--- src/rtl/mm_pkg.sv ---
package mm_pkg;
  localparam int ADDR_W  = 16;
  localparam int DATA_W  = 8;
  localparam int NUM_SEL = 7;
  localparam int NUM_WIN = 3;
  localparam int NUM_REG = 4;

  localparam int SEL_DBG   = 0;
  localparam int SEL_REG   = 1;
  localparam int SEL_RAM   = 2;
  localparam int SEL_EE    = 3;
  localparam int SEL_FLASH = 4;
  localparam int SEL_WIN   = 5;
  localparam int SEL_EXT   = 6;

  typedef enum logic [1:0] {
    IDX_RAM   = 2'd0,
    IDX_REG   = 2'd1,
    IDX_EE    = 2'd2,
    IDX_FLASH = 2'd3
  } map_idx_e;

  typedef enum logic [1:0] {
    FSZ_NONE = 2'd0,
    FSZ_TOP  = 2'd1,
    FSZ_3Q   = 2'd2,
    FSZ_FULL = 2'd3
  } flash_size_e;

  typedef struct packed {
    logic [4:0] ram_base;
    logic       ram_hal;
    logic [3:0] reg_base;
    logic [4:0] ee_base;
    logic       ee_en;
    logic       flash_hh;
    logic       flash_en;
  } map_state_t;

  function automatic logic [3:0] ram_region_log2(input logic [2:0] code);
    case (code)
      3'd0:        return 4'd11;
      3'd1:        return 4'd12;
      3'd2, 3'd3:  return 4'd13;
      default:     return 4'd14;
    endcase
  endfunction

  function automatic logic [4:0] ram_alloc_kb(input logic [2:0] code);
    return ({2'b00, code} + 5'd1) << 1;
  endfunction
endpackage

--- src/rtl/mm_map_regs.sv ---
module mm_map_regs
  import mm_pkg::*;
#(
  parameter logic [7:0] RAM_RESET   = 8'h09,
  parameter logic [7:0] REG_RESET   = 8'h00,
  parameter logic [7:0] EE_RESET    = 8'h11,
  parameter logic [7:0] FLASH_RESET = 8'h01
) (
  input  logic              clk,
  input  logic              rst_n,
  input  logic              mode_special,
  input  logic              we,
  input  logic [1:0]        idx,
  input  logic [DATA_W-1:0] wdata,
  output map_state_t        state,
  output logic [NUM_REG-1:0] lock
);
  logic wr_ok;

  assign wr_ok = mode_special | ~lock[idx];

  always_ff @(posedge clk or negedge rst_n) begin
    if (!rst_n) begin
      state.ram_base <= RAM_RESET[7:3];
      state.ram_hal  <= RAM_RESET[0];
      state.reg_base <= REG_RESET[6:3];
      state.ee_base  <= EE_RESET[7:3];
      state.ee_en    <= EE_RESET[0];
      state.flash_hh <= FLASH_RESET[1];
      state.flash_en <= FLASH_RESET[0];
    end else if (we) begin
      case (map_idx_e'(idx))
        IDX_RAM: if (wr_ok) begin
          state.ram_base <= wdata[7:3];
          state.ram_hal  <= wdata[0];
        end
        IDX_REG: if (wr_ok) state.reg_base <= wdata[6:3];
        IDX_EE: begin
          if (wr_ok) state.ee_base <= wdata[7:3];
          state.ee_en <= wdata[0];
        end
        default: if (wr_ok) begin
          state.flash_hh <= wdata[1];
          state.flash_en <= wdata[0];
        end
      endcase
    end
  end

  always_ff @(posedge clk or negedge rst_n) begin
    if (!rst_n) begin
      lock <= '0;
    end else if (we && !mode_special) begin
      lock[idx] <= 1'b1;
    end
  end
endmodule

--- src/rtl/mm_window_match.sv ---
module mm_window_match
  import mm_pkg::*;
(
  input  logic [ADDR_W-1:0] addr,
  input  logic [4:0]        base,
  input  logic [3:0]        rlog,
  input  logic [4:0]        alloc_kb,
  input  logic              hal,
  input  logic              enable,
  output logic              hit
);
  logic [16:0]       rsize;
  logic [15:0]       omask;
  logic [15:0]       base16;
  logic              in_region;
  logic [16:0]       offs;
  logic [16:0]       abytes;
  logic              fits;

  assign rsize     = 17'd1 << rlog;
  assign omask     = rsize[15:0] - 16'd1;
  assign base16    = {base, 11'd0};
  assign in_region = ((addr ^ base16) & ~omask) == 16'd0;
  assign offs      = {1'b0, addr & omask};
  assign abytes    = {2'b00, alloc_kb, 10'd0};
  assign fits      = hal ? (offs >= (rsize - abytes)) : (offs < abytes);
  assign hit       = enable & in_region & fits;
endmodule

--- src/rtl/mm_flash_match.sv ---
module mm_flash_match
  import mm_pkg::*;
(
  input  logic [1:0] quad,
  input  logic [1:0] size_code,
  input  logic       flash_en,
  input  logic       flash_hh,
  output logic       fixed_hit,
  output logic       win_hit
);
  logic top_q, win_q, upper_low_q, lower_low_q;

  assign top_q       = quad == 2'b11;
  assign win_q       = quad == 2'b10;
  assign upper_low_q = quad == 2'b01;
  assign lower_low_q = quad == 2'b00;

  always_comb begin
    fixed_hit = 1'b0;
    win_hit   = 1'b0;
    case (flash_size_e'(size_code))
      FSZ_TOP: fixed_hit = top_q;
      FSZ_3Q: begin
        fixed_hit = top_q | (upper_low_q & ~flash_hh);
        win_hit   = win_q;
      end
      FSZ_FULL: begin
        fixed_hit = top_q | ((upper_low_q | lower_low_q) & ~flash_hh);
        win_hit   = win_q;
      end
      default: ;
    endcase
    fixed_hit = fixed_hit & flash_en;
    win_hit   = win_hit & flash_en;
  end
endmodule

--- src/rtl/mm_priority_sel.sv ---
module mm_priority_sel #(
  parameter int N = 7
) (
  input  logic [N-1:0] req,
  output logic [N-1:0] gnt
);
  logic [N-1:0] higher;

  assign higher[0] = 1'b0;

  for (genvar i = 0; i < N; i++) begin : g_lane
    assign gnt[i] = req[i] & ~higher[i];
    if (i < N - 1) begin : g_chain
      assign higher[i+1] = higher[i] | req[i];
    end
  end
endmodule

--- src/rtl/memmap_decoder.sv ---
module memmap_decoder
  import mm_pkg::*;
#(
  parameter logic [15:0] DBG_BASE    = 16'hFF00,
  parameter int          DBG_LOG2    = 8,
  parameter logic [7:0]  RAM_RESET   = 8'h09,
  parameter logic [7:0]  REG_RESET   = 8'h00,
  parameter logic [7:0]  EE_RESET    = 8'h11,
  parameter logic [7:0]  FLASH_RESET = 8'h01
) (
  input  logic               clk,
  input  logic               rst_n,
  input  logic               mode_special,
  input  logic               mode_expanded,
  input  logic               debug_active,
  input  logic               cfg_reg_2k,
  input  logic [2:0]         cfg_ram_size,
  input  logic [1:0]         cfg_ee_size,
  input  logic [1:0]         cfg_flash_size,
  input  logic               cfg_we,
  input  logic [1:0]         cfg_idx,
  input  logic [DATA_W-1:0]  cfg_wdata,
  input  logic [ADDR_W-1:0]  addr,
  output logic [NUM_SEL-1:0] sel
);
  localparam int DBG_HI = ADDR_W - 1;

  map_state_t         map_st;
  logic [NUM_REG-1:0] lock_vec;

  logic [4:0] m_base  [NUM_WIN];
  logic [3:0] m_rlog  [NUM_WIN];
  logic [4:0] m_alloc [NUM_WIN];
  logic       m_hal   [NUM_WIN];
  logic       m_en    [NUM_WIN];
  logic [NUM_WIN-1:0] m_hit;

  logic dbg_hit, fixed_hit, win_hit;
  logic [NUM_SEL-1:0] req;

  mm_map_regs #(
    .RAM_RESET  (RAM_RESET),
    .REG_RESET  (REG_RESET),
    .EE_RESET   (EE_RESET),
    .FLASH_RESET(FLASH_RESET)
  ) u_regs (
    .clk         (clk),
    .rst_n       (rst_n),
    .mode_special(mode_special),
    .we          (cfg_we),
    .idx         (cfg_idx),
    .wdata       (cfg_wdata),
    .state       (map_st),
    .lock        (lock_vec)
  );

  // lane 0: register block, lane 1: RAM, lane 2: EEPROM
  always_comb begin
    m_base[0]  = {1'b0, map_st.reg_base};
    m_rlog[0]  = 4'd11;
    m_alloc[0] = cfg_reg_2k ? 5'd2 : 5'd1;
    m_hal[0]   = 1'b0;
    m_en[0]    = 1'b1;

    m_base[1]  = map_st.ram_base;
    m_rlog[1]  = ram_region_log2(cfg_ram_size);
    m_alloc[1] = ram_alloc_kb(cfg_ram_size);
    m_hal[1]   = map_st.ram_hal;
    m_en[1]    = 1'b1;

    m_base[2]  = map_st.ee_base;
    m_rlog[2]  = (cfg_ee_size == 2'd2) ? 4'd12 : 4'd11;
    m_alloc[2] = (cfg_ee_size == 2'd2) ? 5'd4 : 5'd2;
    m_hal[2]   = 1'b0;
    m_en[2]    = map_st.ee_en & ((cfg_ee_size == 2'd1) | (cfg_ee_size == 2'd2));
  end

  for (genvar w = 0; w < NUM_WIN; w++) begin : g_win
    mm_window_match u_match (
      .addr    (addr),
      .base    (m_base[w]),
      .rlog    (m_rlog[w]),
      .alloc_kb(m_alloc[w]),
      .hal     (m_hal[w]),
      .enable  (m_en[w]),
      .hit     (m_hit[w])
    );
  end

  mm_flash_match u_flash (
    .quad     (addr[15:14]),
    .size_code(cfg_flash_size),
    .flash_en (map_st.flash_en),
    .flash_hh (map_st.flash_hh),
    .fixed_hit(fixed_hit),
    .win_hit  (win_hit)
  );

  assign dbg_hit = debug_active & (addr[DBG_HI:DBG_LOG2] == DBG_BASE[DBG_HI:DBG_LOG2]);

  always_comb begin
    req            = '0;
    req[SEL_DBG]   = dbg_hit;
    req[SEL_REG]   = m_hit[0];
    req[SEL_RAM]   = m_hit[1];
    req[SEL_EE]    = m_hit[2];
    req[SEL_FLASH] = fixed_hit;
    req[SEL_WIN]   = win_hit;
    req[SEL_EXT]   = mode_expanded;
  end

  mm_priority_sel #(.N(NUM_SEL)) u_prio (
    .req(req),
    .gnt(sel)
  );
endmodule

--- config.mk ---
export PLATFORM = sky130hd
export DESIGN_NAME = memmap_decoder
export DESIGN_NICKNAME = d
export VERILOG_FILES = /design/src/rtl/mm_pkg.sv /design/src/rtl/mm_map_regs.sv /design/src/rtl/mm_window_match.sv /design/src/rtl/mm_flash_match.sv /design/src/rtl/mm_priority_sel.sv /design/src/rtl/memmap_decoder.sv
export SDC_FILE = /design/constraint.sdc
export NUM_CORES = 1
export LEC_CHECK = 0
export ABC_AREA = 1
export BUFFER_PORTS_ARGS = -buffer_cell sky130_fd_sc_hd__buf_2
export CAP_MARGIN = 20
export CORE_UTILIZATION = 40
export DETAILED_ROUTE_END_ITERATION = 10
export MAX_ROUTING_LAYER = met4
export PLACE_DENSITY_LB_ADDON = 0.25
export SYNTH_ARGS = -nofsm -noshare
export SYNTH_HDL_FRONTEND = slang
export SYNTH_SLANG_ARGS = --single-unit
--- constraint.sdc ---
create_clock -name clk -period 2.5 [get_ports clk]
set_clock_uncertainty 0.2 [all_clocks]
set_input_delay 0 -clock clk [delete_from_list [all_inputs] [get_ports clk]]
set_output_delay 0 -clock clk [all_outputs]
set_load 0.01 [all_outputs]
# --- Word level (Yosys, flattened, before mapping) ---
# Cells that the tools add are included.
totals:
  regBits: 22
  inputBits: 40
op_classes:
  order_cmp: 6
  mux: 11
  n_shift: 2
  bitwise: 45
  eq_ne: 14
  n_reduce_logical: 17
  addsub: 4
op_table:
  columns: ["cell", "count"]
  rows:
  - ["$and 16x16->16", 4]
  - ["$logic_not 16->1", 3]
  - ["$not 16->16", 2]
  - ["$sub 16x1->16 const B", 2]
  - ["$xor 16x16->16", 2]
  - ["$ge 16x17->1", 1]
  - ["$shl 1x4->17 const A", 1]
  - ["$sub 17x15->17", 1]
  - ["$and 1x1->1", 16]
  - ["$lt 16x13->1", 1]
  - ["$lt 16x15->1", 1]
  - ["$shl 1x4->16 const A", 1]
  - ["$xor 16x15->16", 1]
  - ["$eq 2x2->1 const B", 6]
  - ["$lt 11x12->1", 1]
  - ["$reduce_and 3->1", 4]
  - ["$or 1x1->1", 10]
  - ["$not 1->1", 9]
  - ["$pmux 3 s3", 1]
  - ["$eq 2x1->1 const B", 4]
  - ["$eq 8x8->1 const B", 1]
  - ["$eq 3x2->1 const B", 2]
  - ["$mux 3", 2]
  - ["$add 3x1->4 const B", 1]
  - ["other kinds (16)", 22]

# --- Depth between registers and ports, before layout ---
depth:
  depth_word: 15
  depth_mapped: 22

# --- Cells and area by module ---
# Synthesis repeated with hierarchy kept, for this count alone.
unflattened:
  hier_cells: 855
  area_unflattened_um2: 5143.7
modules_own_cells:
  columns: ["module", "area_each_um2", "cells_per_inst", "instances", "seq_area_each_um2"]
  rows:
  - ["mm_window_match at g_win[1].u_match ...", 1323.8, 234, 2, 0.0]
  - ["mm_window_match at g_win[0].u_match", 1229.9, 224, 1, 0.0]
  - ["mm_map_regs", 977.2, 108, 1, 556.8]
  - ["memmap_decoder", 162.7, 29, 1, 0.0]
  - ["mm_priority_sel", 82.6, 16, 1, 0.0]
  - ["mm_flash_match", 43.8, 10, 1, 0.0]

# --- Worst setup path after synthesis ---
# No wires, ideal clock.
synth_timing:
  path_type: "input -> output"
  from: "input port cfg_ram_size[0]"
  to: "output port sel[5]"
  slack_ps: -226
  path_stages: 22
  arrival_time_ps: 2526
  cell_sequence: "ha_1 > ha_1 > inv_1 > nand2_4 > nor2_8 > ha_1 > buf_2 > inv_1 > nand3_1 > inv_1 > ha_1 > xor2_1 > ha_1 > o21ai_0 > nand2_1 > nand3_1 > nand2_1 > nand3_1 > nor2_1 > nand2_2 > nand4_2 > nor2_1"
synth_between:
  elab_chain_cells: 14
  word_cells_on_any_way: 23
  cone_classes: "add/sub: 3; order compare: 2; eq/ne: 3; shift: 1; mux: 2; bitwise: 9; reduce/logical: 3"
synth_lines:
  columns: ["element", "line", "text"]
  rows:
  - ["start: declaration", "memmap_decoder.sv:17", "input logic [2:0] cfg_ram_size,"]
  - ["$eq 3x2->1", "mm_pkg.sv:41", "case (code)"]
  - ["$reduce_or 2->1", "mm_pkg.sv:41", null]
  - ["$pmux 3 s3", "mm_pkg.sv:41", null]
  - ["$shl 1x4->17", "mm_window_match.sv:20", "assign rsize = 17'd1 << rlog;"]
  - ["$sub 16x1->16", "mm_window_match.sv:21", "assign omask = rsize[15:0] - 16'd1;"]
  - ["$and 16x16->16 / $not 16->16 (equally long branches)", "mm_window_match.sv:24, mm_window_match.sv:23", null]
  - ["$ge 16x17->1, or another cell as far along", "mm_window_match.sv:26", "assign fits = hal ? (offs >= (rsize - abytes)) : (offs < abytes);"]
  - ["$mux 1 / $logic_not 16->1 (equally long branches)", "mm_window_match.sv:26, mm_window_match.sv:23", null]
  - ["$and 1x1->1 (*)", "mm_window_match.sv:27", "assign hit = enable & in_region & fits;"]
  - ["$or 1x1->1 (*) (3 in a row)", "mm_priority_sel.sv:14", "assign higher[i+1] = higher[i] | req[i];"]
  - ["$not 1->1 (*)", "mm_priority_sel.sv:12", "assign gnt[i] = req[i] & ~higher[i];"]
  - ["$and 1x1->1 (*)", "mm_priority_sel.sv:12", null]
  - ["end: declaration", "memmap_decoder.sv:24", "output logic [NUM_SEL-1:0] sel"]
# Mark *: on every way between the ends. The rest lies on a longest branch, timed or not.

# --- Worst setup path after layout ---
layout_timing:
  from: "input port cfg_ram_size[1]"
  to: "output port sel[4]"
layout_between:
  elab_chain_cells: 13
  word_cells_on_any_way: 22
  cone_classes: "add/sub: 3; order compare: 2; eq/ne: 3; shift: 1; mux: 2; bitwise: 8; reduce/logical: 3"
layout_lines:
  columns: ["element", "line"]
  rows:
  - ["$eq 3x2->1", "mm_pkg.sv:41"]
  - ["$reduce_or 2->1", "mm_pkg.sv:41"]
  - ["$pmux 3 s3", "mm_pkg.sv:41"]
  - ["$shl 1x4->17", "mm_window_match.sv:20"]
  - ["$sub 16x1->16", "mm_window_match.sv:21"]
  - ["$and 16x16->16 / $not 16->16 (equally long branches)", "mm_window_match.sv:24, mm_window_match.sv:23"]
  - ["$ge 16x17->1, or another cell as far along", "mm_window_match.sv:26"]
  - ["$mux 1 / $logic_not 16->1 (equally long branches)", "mm_window_match.sv:26, mm_window_match.sv:23"]
  - ["$and 1x1->1 (*)", "mm_window_match.sv:27"]
  - ["$or 1x1->1 (*) (2 in a row)", "mm_priority_sel.sv:14"]
  - ["$not 1->1 (*)", "mm_priority_sel.sv:12"]
  - ["$and 1x1->1 (*)", "mm_priority_sel.sv:12"]
# Marked as above.

==> out/summary.md <==
Complex-gate fraction of the synthesized area: 13.8%. The setup check on the worst reg-to-reg path leaves a slack of 0.18 ns. Cell internal power was estimated by the tool at 0.867 mW. The die covers 4890 µm².

The run gives 2.40 ns as the data arrival at the endpoint of the critical path. The number of top-level design ports is 47, and the number of global-route vias before repair is 1912. The checks that failed: setup timing. The number of antenna violations at the first check in global routing came out at 0. The aggregate routed wire length was 4.64 mm.

After detailed routing, the number of remaining DRC violations is 0. Registers are responsible for 36.5% of the overall power. After synthesis, the largest family of logic cells by area is simple AND/OR/NAND/NOR gates. The routed wirelength normalized by instance count came out at 11.9 µm. Worst reg2reg path startpoint: u_regs.lock[1]$_DFFE_PN0P_.

The critical path required time is 2.30 ns. The worst-case IR drop observed on VDD is 0.664 mV. The worst hold path was traced through 5 stages.

Setup violations remaining at the end of the flow were counted as 5. Width of the die: 69.9 µm. After Yosys synthesis, XOR and XNOR cells account for 2.85% of the synthesized area.

The aggregate global routing overflow is 0. The most frequent standard cell in the layout excluding fill and tap cells is sky130_fd_sc_hd__nand2_1. The run gives 24 as the cell row count. The layout has 377 filler cells. The fraction of power spent switching nets was 31.7%; the largest fanout on the critical path was 4.

Clock tree synthesis inserted a total of 3 buffers. The smallest clock period supported by the final layout is computed as 2.60 ns. Dividing total power by cell area gives a power density of 470 nW/µm². Global routing used 21.0% of the available tracks across all layers.

Summed over all cells, the static leakage comes to 1.41 nW. The count of H-tree levels built during CTS was 1; the clock transition at the register clock pins on the worst setup and hold paths after CTS was 0.08 ns. The synthesis-stage register bit count works out to 22. The number of pins exceeding their max-slew limit in the final report came out at 0.

The run gives 1190 µm² as the area of the multi-input gates. For this run, the register share of the synthesized area comes to 30.2%. The min-delay analysis places its worst path in the category input pin to flip-flop. Of the total synthesized cell area, the portion taken by AND, OR, NAND and NOR gates is 26.8%.

The endpoint identified for the worst register-to-register timing path is u_regs.state[12]$_DFFE_PN1P_. Max-capacitance violation count: 0. STA classifies the critical path endpoint as an output pin. The clock passes through at most 2 buffers. The post-route worst setup slack was -0.0986 ns; the number of antenna diodes was 0. Routability-driven placement finished with a final weighted congestion of 0.845. The share of total power dissipated in combinational logic is 37.8%. The count of nets left with antenna violations once routing finished came out at 0. From bottom edge to top edge, the die measures 69.9 µm.

The logs give 398 for the layout net count and 385 MHz for the maximum frequency from static timing analysis. The adder-cell share of the synthesized area was 12.2%. Before CTS, the worst setup slack after placement is -0.293 ns.

The number of port buffers was 37. For the part of the power in the clock network, the log shows 25.7%. The run gives 4380 µm² as the core region area. The tree is rooted in a sky130_fd_sc_hd__clkbuf_8. The estimated wirelength of the detail-placed design came out at 3.64 mm.

For the smallest hold slack, the log shows 0.0112 ns. Setup repair after global routing could not meet its margin everywhere. Cells with a size suffix above 1 make up 34.2% of the layout. The critical path ends at sel[4].

The mux cell area share after synthesis was 1.83%; the register area was 557 µm². In the routed layout, each cell is associated on average with a via count of 4.86. TritonCTS built the clock tree.

The DRC violation total after the first TritonRoute iteration is 74, and the number of endpoints with negative hold slack in the final report is 0. Compared with the post-synthesis result, the final layout area differs by 46.4%. Number of unique standard cell types used by synthesis: 34. The number of sinks driven by the clock tree came out at 22.

Leaving out fill and tap cells, the most frequent cells in the layout are sky130_fd_sc_hd__nand2_1, sky130_fd_sc_hd__inv_1, sky130_fd_sc_hd__buf_2. The type of the worst setup path was input pin to output pin. The tools report the starting density of the core as 42.1%. Synthesis produced a netlist with a net count of 314. For the worst flop-to-flop path, the logic depth is 8. The clock reaches the later pin of the worst-skew pair after 0.26 ns. The mean post-synth cell area came out at 7.21 µm².

The netlist area before placement was 1850 µm². The first global-routing pass estimated 8.14 mm of wire. Entering global routing, the biggest net connects 23 pins. Detailed routing inserted a total of 1899 vias. In the finished design, the share of the clock period the worst path needs comes to 104%. For this run, the detailed router's first-pass iteration total came to 4. STA classifies the critical path startpoint as an input pin. For this run, the number of Yosys warnings is 0. In the synthesized netlist, the number of instances is 256. Summed over all nets, the switching power comes to 0.402 mW. The origin of the worst setup path was cfg_ram_size[1]. The flow ran to the end, but the final reports show violations.
layer usage:
metal	part of all wire, %	routed length, µm	vias up	global-route usage, %
met4	3.6	166	0	7.56
li1	-	-	984	-
met2	48	2210	43	35.5
met3	2.6	121	19	1.88
met5	0	0	-	-
met1	46	2150	853	26.3
final cells by class:
cell class	instances	share of cell area, %
inverters	52	7.41
multi-input cells	177	43.9
clock inverters	1	1.11
flip-flops and latches	22	20.6
clock buffers	3	1.53
repair buffers	84	23.0
well taps	52	2.41
worst min-delay path by stage:
stage                          start                           end  slack, ns
after floorplan                rst_n    u_regs.lock[0]$_DFFE_PN0P_      -0.50
after global placement         rst_n   u_regs.state[1]$_DFFE_PN0P_      -0.21
after detailed placement       rst_n   u_regs.state[1]$_DFFE_PN0P_      -0.21
after CTS                 cfg_idx[0]  u_regs.state[17]$_DFFE_PN0P_      0.006
after global routing      cfg_idx[0]  u_regs.state[17]$_DFFE_PN0P_       0.05
final                     cfg_idx[0]  u_regs.state[17]$_DFFE_PN0P_       0.01
worst max-delay path, cell delays in order:
cell and delay [ns]:
sky130_fd_sc_hd__buf_8 0.10, sky130_fd_sc_hd__inv_1 0.07, sky130_fd_sc_hd__ha_2 0.19, sky130_fd_sc_hd__nand2_2 0.06
sky130_fd_sc_hd__inv_2 0.09, sky130_fd_sc_hd__nor2_8 0.05, sky130_fd_sc_hd__buf_4 0.13, sky130_fd_sc_hd__ha_1 0.28
sky130_fd_sc_hd__inv_1 0.08, sky130_fd_sc_hd__nand4_1 0.13, sky130_fd_sc_hd__a21oi_2 0.23, sky130_fd_sc_hd__ha_1 0.27
sky130_fd_sc_hd__o2111ai_1 0.08, sky130_fd_sc_hd__nand3b_1 0.14, sky130_fd_sc_hd__nand2_1 0.10, sky130_fd_sc_hd__nand2_2 0.09
sky130_fd_sc_hd__nand3_1 0.10, sky130_fd_sc_hd__nor2_2 0.04, sky130_fd_sc_hd__buf_2 0.14
repair_timing:
action	4_1_cts	5_1_grt
pin swaps	14	7
hold buffers	20	0
hold endpoints to repair	44	0
buffers inserted	1	3
resized for setup	15	8
setup endpoints to repair	5	6
registers in the layout, summed over array words and instances (netlist names):
| signal | cells |
|---|---|
| u_regs.state | 18 |
| u_regs.lock | 4 |
cell families (layout without fill, tap and decap cells):
group	after synthesis	in the layout
simple gates	107	107
compound gates	42	42
buf+inv	57	140
xor+xnor	6	6
mux	3	3
other cells	1	1
flops	22	22
fa+ha+maj	18	18
cells in the mapped netlist, drive strengths merged:
cell type  instances  share of area, %
a211oi             2              0.81
a21oi              7               2.1
buf                4               1.4
clkbuf             1              0.20
conb               1              0.20
dfrtp             17                23
dfstp              5               7.1
ha                18                12
inv               52                11
mux2               3               1.8
nand2             54                12
nand3             17               4.9
nand3b             1              0.41
nand4              6               2.4
nor2              27               6.6
nor3               1              0.27
nor4               1              0.34
o2111ai            1              0.47
o211ai             2              0.81
o21ai             25               6.8
o22ai              4               1.4
o311ai             1               1.4
xnor2              1              0.47
xor2               5               2.4
power groups by stage:
stage / Clock, mW / Sequential, mW / Combinational, mW
finish: 0.326 / 0.464 / 0.480
global placement: 0 / 0.466 / 0.412
floorplan: 0 / 0.462 / 0.283
detailed placement: 0 / 0.470 / 0.423
CTS: 0.334 / 0.463 / 0.467
global route: 0.340 / 0.471 / 0.538
through the flow:
stage | cell area (µm²) | total power [mW] | util (%) | TNS [ns] | std cells
after floorplan | 1930 | 0.745 | - | -0.0881 | 256
after global placement | 2320 | 0.878 | 53.0 | -0.836 | 364
after detailed placement | 2320 | 0.893 | 53.0 | -1.18 | 364
after CTS | 2660 | 1.26 | 60.7 | -0.494 | 389
after global routing | 2700 | 1.35 | 61.6 | -1.18 | 391
final | 2700 | 1.27 | 61.6 | -0.424 | 391
No activity file was read; power rests on OpenSTA's default activity.
